`config.mk`:
```
export PLATFORM = sky130hd
export DESIGN_NAME = unalignedLoadUnit
export DESIGN_NICKNAME = d
export VERILOG_FILES = /design/src/rtl/ldPkg.sv /design/src/rtl/ldCtrl.sv /design/src/rtl/ldDatapath.sv /design/src/rtl/unalignedLoadUnit.sv
export SDC_FILE = /design/constraint.sdc
export NUM_CORES = 1
export LEC_CHECK = 0
export BUFFER_PORTS_ARGS = -buffer_cell sky130_fd_sc_hd__buf_4
export CORE_MARGIN = 4
export CORE_UTILIZATION = 30
export CTS_CLUSTER_DIAMETER = 30
export DETAILED_ROUTE_END_ITERATION = 16
export SLEW_MARGIN = 20
export SYNTH_ARGS = -nofsm -noshare
export SYNTH_HDL_FRONTEND = slang
export SYNTH_SLANG_ARGS = --single-unit
```
`constraint.sdc`:
```
create_clock -name clk -period 6 [get_ports clk]
set_input_delay 1.8 -clock clk [delete_from_list [all_inputs] [get_ports clk]]
set_output_delay 1.8 -clock clk [all_outputs]
set_load 0.05 [all_outputs]
```
`src/rtl/ldPkg.sv`:
```
package ldPkg;

  typedef enum logic [2:0] {
    ST_IDLE,
    ST_ISSUE0,
    ST_WAIT0,
    ST_ISSUE1,
    ST_WAIT1,
    ST_DONE
  } ldState_e;

  // Strobes from control to datapath
  typedef struct packed {
    logic latchReq;  // capture request fields
    logic errFlag;   // value for the error register on latchReq
    logic capLo;     // capture first bus word
    logic capHi;     // capture second bus word
    logic hiSel;     // address the following word
  } ldStrobe_t;

  localparam logic [1:0] SZ_BYTE = 2'd0;
  localparam logic [1:0] SZ_HALF = 2'd1;

endpackage

```
`src/rtl/ldCtrl.sv`:
```
module ldCtrl
  import ldPkg::*;
#(
  parameter int LANES = 4,
  parameter int OFF_W = 2
) (
  input  logic             clk,
  input  logic             rst,
  input  logic             strictMode,
  input  logic             reqValid,
  input  logic [OFF_W-1:0] reqOff,
  input  logic [1:0]       reqSize,
  output logic             reqReady,
  output logic             busReq,
  input  logic             busGnt,
  input  logic             busRvalid,
  output logic             rspValid,
  output ldStrobe_t        strobe
);

  localparam int CNT_W = OFF_W + 2;

  ldState_e state, stateNext;
  logic needTwo;
  logic [CNT_W-1:0] nBytes;
  logic [CNT_W-1:0] endPos;
  logic [OFF_W-1:0] lowMask;
  logic straddle;
  logic misal;
  logic accept;

  always_comb begin
    case (reqSize)
      SZ_BYTE: nBytes = CNT_W'(1);
      SZ_HALF: nBytes = CNT_W'(2);
      default: nBytes = CNT_W'(4);
    endcase
    endPos   = CNT_W'(reqOff) + nBytes;
    lowMask  = OFF_W'(nBytes - CNT_W'(1));
    straddle = endPos > CNT_W'(LANES);
    misal    = |(reqOff & lowMask);
  end

  assign reqReady = (state == ST_IDLE);
  assign accept   = reqValid && reqReady;
  assign busReq   = (state == ST_ISSUE0) || (state == ST_ISSUE1);
  assign rspValid = (state == ST_DONE);

  always_comb begin
    stateNext = state;
    strobe    = '0;
    case (state)
      ST_IDLE: begin
        if (reqValid) begin
          strobe.latchReq = 1'b1;
          if (strictMode && misal) begin
            strobe.errFlag = 1'b1;
            stateNext      = ST_DONE;
          end else begin
            stateNext = ST_ISSUE0;
          end
        end
      end
      ST_ISSUE0: if (busGnt) stateNext = ST_WAIT0;
      ST_WAIT0: begin
        if (busRvalid) begin
          strobe.capLo = 1'b1;
          stateNext    = needTwo ? ST_ISSUE1 : ST_DONE;
        end
      end
      ST_ISSUE1: begin
        strobe.hiSel = 1'b1;
        if (busGnt) stateNext = ST_WAIT1;
      end
      ST_WAIT1: begin
        if (busRvalid) begin
          strobe.capHi = 1'b1;
          stateNext    = ST_DONE;
        end
      end
      ST_DONE: stateNext = ST_IDLE;
      default: stateNext = ST_IDLE;
    endcase
  end

  always_ff @(posedge clk) begin
    if (rst) begin
      state   <= ST_IDLE;
      needTwo <= 1'b0;
    end else begin
      state <= stateNext;
      if (accept) needTwo <= straddle;
    end
  end

  AST_REQ_HOLD: assert property (@(posedge clk) disable iff (rst)
    (busReq && !busGnt) |=> busReq);
  AST_RSP_PULSE: assert property (@(posedge clk) disable iff (rst)
    rspValid |=> !rspValid);
  AST_READY_AFTER_RSP: assert property (@(posedge clk) disable iff (rst)
    rspValid |=> reqReady);
  AST_BUSY_AFTER_ACCEPT: assert property (@(posedge clk) disable iff (rst)
    accept |=> !reqReady);

endmodule

```
`src/rtl/ldDatapath.sv`:
```
module ldDatapath
  import ldPkg::*;
#(
  parameter int ADDR_W = 32,
  parameter int DATA_W = 32,
  parameter int LANES  = DATA_W / 8,
  parameter int OFF_W  = $clog2(LANES)
) (
  input  logic              clk,
  input  logic              rst,
  input  ldStrobe_t         strobe,
  input  logic [ADDR_W-1:0] reqAddr,
  input  logic [1:0]        reqSize,
  input  logic              reqSigned,
  input  logic [DATA_W-1:0] busRdata,
  output logic [ADDR_W-1:0] busAddr,
  output logic [DATA_W-1:0] rspData,
  output logic              rspErr
);

  logic [ADDR_W-1:0]   baseWord;
  logic [OFF_W-1:0]    offR;
  logic [1:0]          sizeR;
  logic                sgnR;
  logic                errR;
  logic [DATA_W-1:0]   loW;
  logic [DATA_W-1:0]   hiW;
  logic [2*DATA_W-1:0] shifted;
  logic [DATA_W-1:0]   raw;
  logic [DATA_W-1:0]   extended;

  always_ff @(posedge clk) begin
    if (rst) begin
      baseWord <= '0;
      offR     <= '0;
      sizeR    <= '0;
      sgnR     <= 1'b0;
      errR     <= 1'b0;
      loW      <= '0;
      hiW      <= '0;
    end else begin
      if (strobe.latchReq) begin
        baseWord <= {reqAddr[ADDR_W-1:OFF_W], {OFF_W{1'b0}}};
        offR     <= reqAddr[OFF_W-1:0];
        sizeR    <= reqSize;
        sgnR     <= reqSigned;
        errR     <= strobe.errFlag;
        hiW      <= '0;
      end
      if (strobe.capLo) loW <= busRdata;
      if (strobe.capHi) hiW <= busRdata;
    end
  end

  assign busAddr = baseWord + (strobe.hiSel ? ADDR_W'(LANES) : '0);

  // Join both words, then drop the bytes below the start offset
  assign shifted = {hiW, loW} >> {offR, 3'b000};
  assign raw     = shifted[DATA_W-1:0];

  always_comb begin
    case (sizeR)
      SZ_BYTE: extended = {{(DATA_W-8){sgnR & raw[7]}}, raw[7:0]};
      SZ_HALF: extended = {{(DATA_W-16){sgnR & raw[15]}}, raw[15:0]};
      default: extended = raw;
    endcase
  end

  assign rspData = errR ? '0 : extended;
  assign rspErr  = errR;

endmodule

```
`src/rtl/unalignedLoadUnit.sv`:
```
module unalignedLoadUnit
  import ldPkg::*;
#(
  parameter int ADDR_W = 32,
  parameter int DATA_W = 32
) (
  input  logic              clk,
  input  logic              rst,
  input  logic              strictMode,
  input  logic              reqValid,
  output logic              reqReady,
  input  logic [ADDR_W-1:0] reqAddr,
  input  logic [1:0]        reqSize,
  input  logic              reqSigned,
  output logic              rspValid,
  output logic [DATA_W-1:0] rspData,
  output logic              rspErr,
  output logic              busReq,
  output logic [ADDR_W-1:0] busAddr,
  input  logic              busGnt,
  input  logic              busRvalid,
  input  logic [DATA_W-1:0] busRdata
);

  localparam int LANES = DATA_W / 8;
  localparam int OFF_W = $clog2(LANES);

  ldStrobe_t strobe;

  ldCtrl #(.LANES(LANES), .OFF_W(OFF_W)) u_ctrl (
    .clk(clk), .rst(rst), .strictMode(strictMode),
    .reqValid(reqValid), .reqOff(reqAddr[OFF_W-1:0]), .reqSize(reqSize),
    .reqReady(reqReady), .busReq(busReq), .busGnt(busGnt),
    .busRvalid(busRvalid), .rspValid(rspValid), .strobe(strobe)
  );

  ldDatapath #(.ADDR_W(ADDR_W), .DATA_W(DATA_W), .LANES(LANES), .OFF_W(OFF_W)) u_dp (
    .clk(clk), .rst(rst), .strobe(strobe),
    .reqAddr(reqAddr), .reqSize(reqSize), .reqSigned(reqSigned),
    .busRdata(busRdata), .busAddr(busAddr),
    .rspData(rspData), .rspErr(rspErr)
  );

  AST_ADDR_STABLE: assert property (@(posedge clk) disable iff (rst)
    (busReq && !busGnt) |=> $stable(busAddr));
  AST_ERR_NO_BUS: assert property (@(posedge clk) disable iff (rst)
    (rspValid && rspErr) |-> !$past(busReq));

endmodule

```
==> impl_metrics.json, run 1 <==
{
  "root_buffer": "clkbuf_16",
  "dieArea_um2": 19800,
  "layout_common_cells": "nand2_1, buf_4, a21oi_1",
  "clkSlewWorstSetupHoldPaths_ns": 0.07,
  "yosys_warnings": 0,
  "firstDrtPassIters": 5,
  "fp-row-count": 48,
  "grt_max_degree": 97,
  "dieHeight_um": 141,
  "tns_ns": 0,
  "period_needed_ns": 4.46,
  "overflow": 0,
  "final_common_cell": "nand2_1",
  "wl_um": 16700,
  "fin_cells": 1041,
  "nets": 890,
  "grt_setup_unrepaired": "no",
  "multiInputGateArea_um2": 3080,
  "htreeDepth": 3,
  "async_reset_ff_frac": 0,
  "utilization": 0.389,
  "synthAdderAreaFrac": 0.0157,
  "core_area_um2": 17200,
  "synth_top_flop_cell": "dfxtp_1",
  "status": "finished clean",
  "setup_viol": 0,
  "start_kind": "flip-flop",
  "synth_area_um2": 5270,
  "tritoncts": "done",
  "cap_violations": 0,
  "drtIter0Drc": 439,
  "synth_seq_area_share": 0.364,
  "ir_worst_vdd_mv": 0.153,
  "drv_slew": 0,
  "antenna_cells": 0,
  "numCtsBuffers": 9,
  "port_buffers": 138,
  "worst-path-max-fanout": 11,
  "antenna_left": 0,
  "cts.path.max_buffers": 2,
  "critPathKind": "flip-flop to output pin",
  "dp.cells": 1025,
  "post_cts_buffers": 0,
  "power_density_nw_per_um2": 281,
  "fmax_ghz": 0.224,
  "synthCells": 713,
  "wire_per_inst_um": 16.0,
  "synth_top_cell_area_share": 0.364,
  "ys_types": 49,
  "hold_viol_final": 0,
  "synth_top_family_by_area": "simple AND/OR/NAND/NOR gates",
  "clk_latency_ns": 0.36,
  "antenna_found_initial": 2,
  "clock-sinks": 96,
  "io_pins": 141,
  "holdWs_ns": 0.456,
  "cts.hold.buffers_added": 0,
  "synth_xor_xnor_area_share": 0.0482,
  "die_x_um": 141,
  "crit_path_end_kind": "output pin",
  "synth_area_leader_cell": "dfxtp_1",
  "viasPerCell": 4.93,
  "drive_gt1_frac": 0.241,
  "synth_compound_area_frac": 0.159,
  "grt_first_pass_wirelength_um": 26200,
  "synth_edf_count": 0,
  "hpwl_um": 11500,
  "fillers": 1819,
  "min_path_type": "flip-flop to flip-flop",
  "gp_congestion": 0.814,
  "synth-simple-area-share": 0.275,
  "ff_latch_area_um2": 1920,
  "post_cts_resized": 0,
  "tightest_slew_ns": 1.07,
  "initial_utilization": 0.306,
  "syn2layout_area_growth_pct": 27.1,
  "fin_worst_skew_ns": 0.0105,
  "grt_pass1_vias": 4716,
  "syn_area_per_cell_um2": 7.40,
  "r2r_slack_ns": 4.17,
  "drc_errors": 0,
  "p_leak_nw": 2.59,
  "track_usage": 0.165,
  "required_ns": 4.20,
  "fin_crit_sh": 0.743,
  "max_slew_margin": 0.285,
  "yosys-top-cells-area": "dfxtp_1, nand2_1, a21oi_1",
  "cp_data_arrival_time_ns": 2.66,
  "vias": 5128,
  "muxShareOfSynthArea": 0.0833,
  "power_mw": 1.88,
  "ys_ff_latch": 96
}
==> power by group <==
| group | total, mW | switching [mW] | internal [mW] |
|---|---|---|---|
| clock network | 0.607 | 0.268 | 0.339 |
| registers | 0.742 | 0.0573 | 0.684 |
| logic | 0.533 | 0.358 | 0.175 |
==> layout make-up <==
type / count / area share
flip-flops and latches: 96 / 0.287
clock buffers: 11 / 0.0362
inverters: 8 / 0.00448
well taps: 225 / 0.0420
clock inverters: 5 / 0.00933
multi-input cells: 552 / 0.460
repair buffers: 144 / 0.161
==> final timing paths <==
kind,from,to,cells past startpoint
setup / recovery,u_ctrl.state[2],busAddr[29],8
hold / removal,u_dp.loW[7],u_dp.loW[7],2
setup reg to reg,u_ctrl.state[1],u_dp.hiW[6],4
hold reg to reg,u_dp.loW[7],u_dp.loW[7],2
==> cell families after synthesis <==
family / after synthesis
muxes: 42
and+or+nand+nor: 314
xor gates and xnor gates: 29
adders and majority gates: 6
DFF: 96
AOI/OAI and AO/OA: 159
other: 1
buffers and inverters: 66
==> sequential cells by signal, summed over array words and instances, names as in the netlist <==
| register | cells |
|---|---|
| u_dp.baseWord | 30 |
| u_ctrl.needTwo | 1 |
| u_dp.loW | 32 |
| u_ctrl.state | 3 |
| u_dp.sgnR | 1 |
| u_dp.offR | 2 |
| u_dp.sizeR | 2 |
| u_dp.rspErr | 1 |
| u_dp.hiW | 24 |
==> Yosys cell counts (2+ instances only) <==
master and n:
nor2b_1 5, buf_1 3, nor4_1 2, and3_1 9, nor3_1 8, mux2_2 15
and2_1 2, o211ai_1 8, nand4_1 8, nor3b_1 2, buf_2 11, xor2_1 10
clkbuf_1 39, a21boi_0 2, or2_2 9, nor2_1 19, xnor2_1 19, and4_1 4
mux2i_1 27, nand2b_1 2, nand3_1 37, dfxtp_1 96, buf_4 3, a21oi_1 120
nand2_1 194, ha_1 5, o21ai_0 24, inv_1 8, a211oi_1 2
==> metrics by stage <==
step	setup slack (ns)	instance area [µm²]
floorplan	1.24	5280
global placement	1.96	6390
detailed placement	1.92	6390
CTS	1.53	6700
global route	1.34	6710
finish	1.54	6710
==> metal layers <==
metal,vias up,share of wire,track usage,wire [µm]
met5,-,0.0020,0,34
met1,2382,0.47,0.238,7850
met4,4,0.013,0.0459,224
met3,16,0.057,0.0431,951
li1,2607,-,-,-
met2,119,0.46,0.245,7600
==> critical path, cell delays in order, from the launching register on <==
cell and delay (ns):
dfxtp_1 0.41, inv_1 0.13, and3_1 0.16, ha_1 0.19
nand3_2 0.12, or4_4 0.61, nor4_4 0.30, xor2_1 0.17
buf_4 0.21
Power figures use the tool's default switching activity.
==> run 2, diff against run 1 <==
==> constraint.sdc (replaced) <==
create_clock -name clk -period 4.2 [get_ports clk]
set_input_delay 1.26 -clock clk [delete_from_list [all_inputs] [get_ports clk]]
set_output_delay 1.26 -clock clk [all_outputs]
set_load 0.05 [all_outputs]
==> run 2 against run 1 <==
Net effect:
- via count decreased by 0.49%
- design area increased by 0.63%
- utilization increased by 0.25 points
- power increased by 41%
- count of clock-buffer cells in the layout decreased by 2
- hold slack about the same
- critical endpoint is now busAddr[28]
- cell count about the same
- first-iteration DRC count decreased by 19%
- sequential power increased by 43%
- combinational power increased by 43%
- sequential cell count unchanged
- routed wire length decreased by 1.1%
- critical path type unchanged
==> impl_metrics.json, run 2 (same netlist as run 1, synthesis figures left out) <==
{
  "status": "finished clean",
  "antenna_cells": 0,
  "utilization": 0.391,
  "clk_latency_ns": 0.35,
  "antenna_found_initial": 0,
  "viasPerCell": 4.90,
  "drc_errors": 0,
  "dieHeight_um": 141,
  "max_slew_margin": 0.284,
  "min_path_type": "flip-flop to flip-flop",
  "crit_path_end_kind": "output pin",
  "hold_viol_final": 0,
  "ir_worst_vdd_mv": 0.283,
  "setup_viol": 0,
  "grt_first_pass_wirelength_um": 26200,
  "root_buffer": "clkbuf_16",
  "hpwl_um": 11600,
  "layout_common_cells": "nand2_1, buf_4, a21oi_1",
  "final_common_cell": "nand2_1",
  "wire_per_inst_um": 15.8,
  "placed_area_um2": 6450,
  "fp-row-count": 48,
  "post_cts_buffers": 0,
  "initial_utilization": 0.306,
  "fin_worst_skew_ns": 0.0101,
  "dieArea_um2": 19800,
  "port_buffers": 138,
  "required_ns": 2.94,
  "reg.largest.list": "u_dp.loW x32, u_dp.baseWord x30, u_dp.hiW x24",
  "track_usage": 0.164,
  "cap_violations": 0,
  "tns_ns": 0,
  "grt_pass1_vias": 4751,
  "gp_congestion": 0.820,
  "cts.hold.buffers_added": 0,
  "r2r_cells": 5,
  "grt_setup_unrepaired": "no",
  "fillers": 1838,
  "critPathKind": "flip-flop to output pin",
  "cp_data_arrival_time_ns": 2.66,
  "tritoncts": "done",
  "power_density_nw_per_um2": 394,
  "grt_max_degree": 97,
  "nets": 892,
  "core_area_um2": 17200,
  "final_area_um2": 6750,
  "wl_um": 16500,
  "largest-register": "u_dp.loW",
  "firstDrtPassIters": 5,
  "cts.path.max_buffers": 2,
  "clkSlewWorstSetupHoldPaths_ns": 0.07,
  "worst-path-max-fanout": 11,
  "htreeDepth": 3,
  "post_cts_resized": 0,
  "start_kind": "flip-flop",
  "fmax_ghz": 0.255,
  "tightest_slew_ns": 1.07,
  "largest_reg_flops": 32,
  "min_path_cells": 2,
  "overflow": 0,
  "drtIter0Drc": 354,
  "drive_gt1_frac": 0.248,
  "fin_crit_sh": 0.934,
  "holdWs_ns": 0.456,
  "vias": 5103,
  "p_leak_nw": 2.65,
  "drv_slew": 0,
  "die_x_um": 141,
  "io_pins": 141,
  "antenna_left": 0,
  "numCtsBuffers": 9,
  "period_needed_ns": 3.92,
  "clock-sinks": 96,
  "syn2layout_area_growth_pct": 27.9
}
[run 2: path summary, 6_finish.rpt]
path / to / startpoint / slack [ns]
min reg2reg: u_dp.rspErr / u_dp.rspErr / 0.46
min: u_dp.rspErr / u_dp.rspErr / 0.46
max: busAddr[28] / u_ctrl.state[2] / 0.28
max reg2reg: u_dp.baseWord[19] / u_ctrl.state[2] / 2.00
[run 2: per-stage QoR]
| step | cells | power [mW] | worst slack, ns |
|---|---|---|---|
| after global routing | 1042 | 2.80 | 0.0873 |
| final | 1042 | 2.66 | 0.276 |
| after floorplan | 714 | 1.60 | 0.00558 |
| after global placement | 1027 | 1.85 | 0.700 |
| after detailed placement | 1027 | 1.85 | 0.621 |
| after CTS | 1042 | 2.69 | 0.235 |
[run 2: critical path: stages, from the launching register on]
cell     delay [ns]
dfxtp_1        0.41
inv_1          0.13
and3_1         0.17
ha_1           0.20
nand3_2        0.12
or4_4          0.60
nor4_2         0.27
xor2_1         0.19
buf_4          0.22
[run 2: layer usage]
| layer | wire (µm) | vias up | GRT usage |
|---|---|---|---|
| met1 | 7970 | 2358 | 0.238 |
| met5 | 0 | - | 0 |
| met4 | 259 | 0 | 0.0500 |
| met3 | 777 | 15 | 0.0329 |
| li1 | - | 2616 | - |
| met2 | 7460 | 114 | 0.246 |
[run 2: power by group]
| group | internal (mW) | leakage (nW) | switching [mW] |
|---|---|---|---|
| clock | 0.462 | 0.142 | 0.372 |
| combinational | 0.255 | 1.73 | 0.506 |
| sequential | 0.978 | 0.781 | 0.0864 |
[run 2: cell type report]
cell class | count | area (µm²) | area share
tap | 225 | 282 | 0.0417
clock buffer | 9 | 225 | 0.0334
timing repair buffer | 146 | 1100 | 0.162
clock inverter | 6 | 68.8 | 0.0102
multi-input combinational | 552 | 3120 | 0.463
inverter | 8 | 30.0 | 0.00445
sequential | 96 | 1920 | 0.285
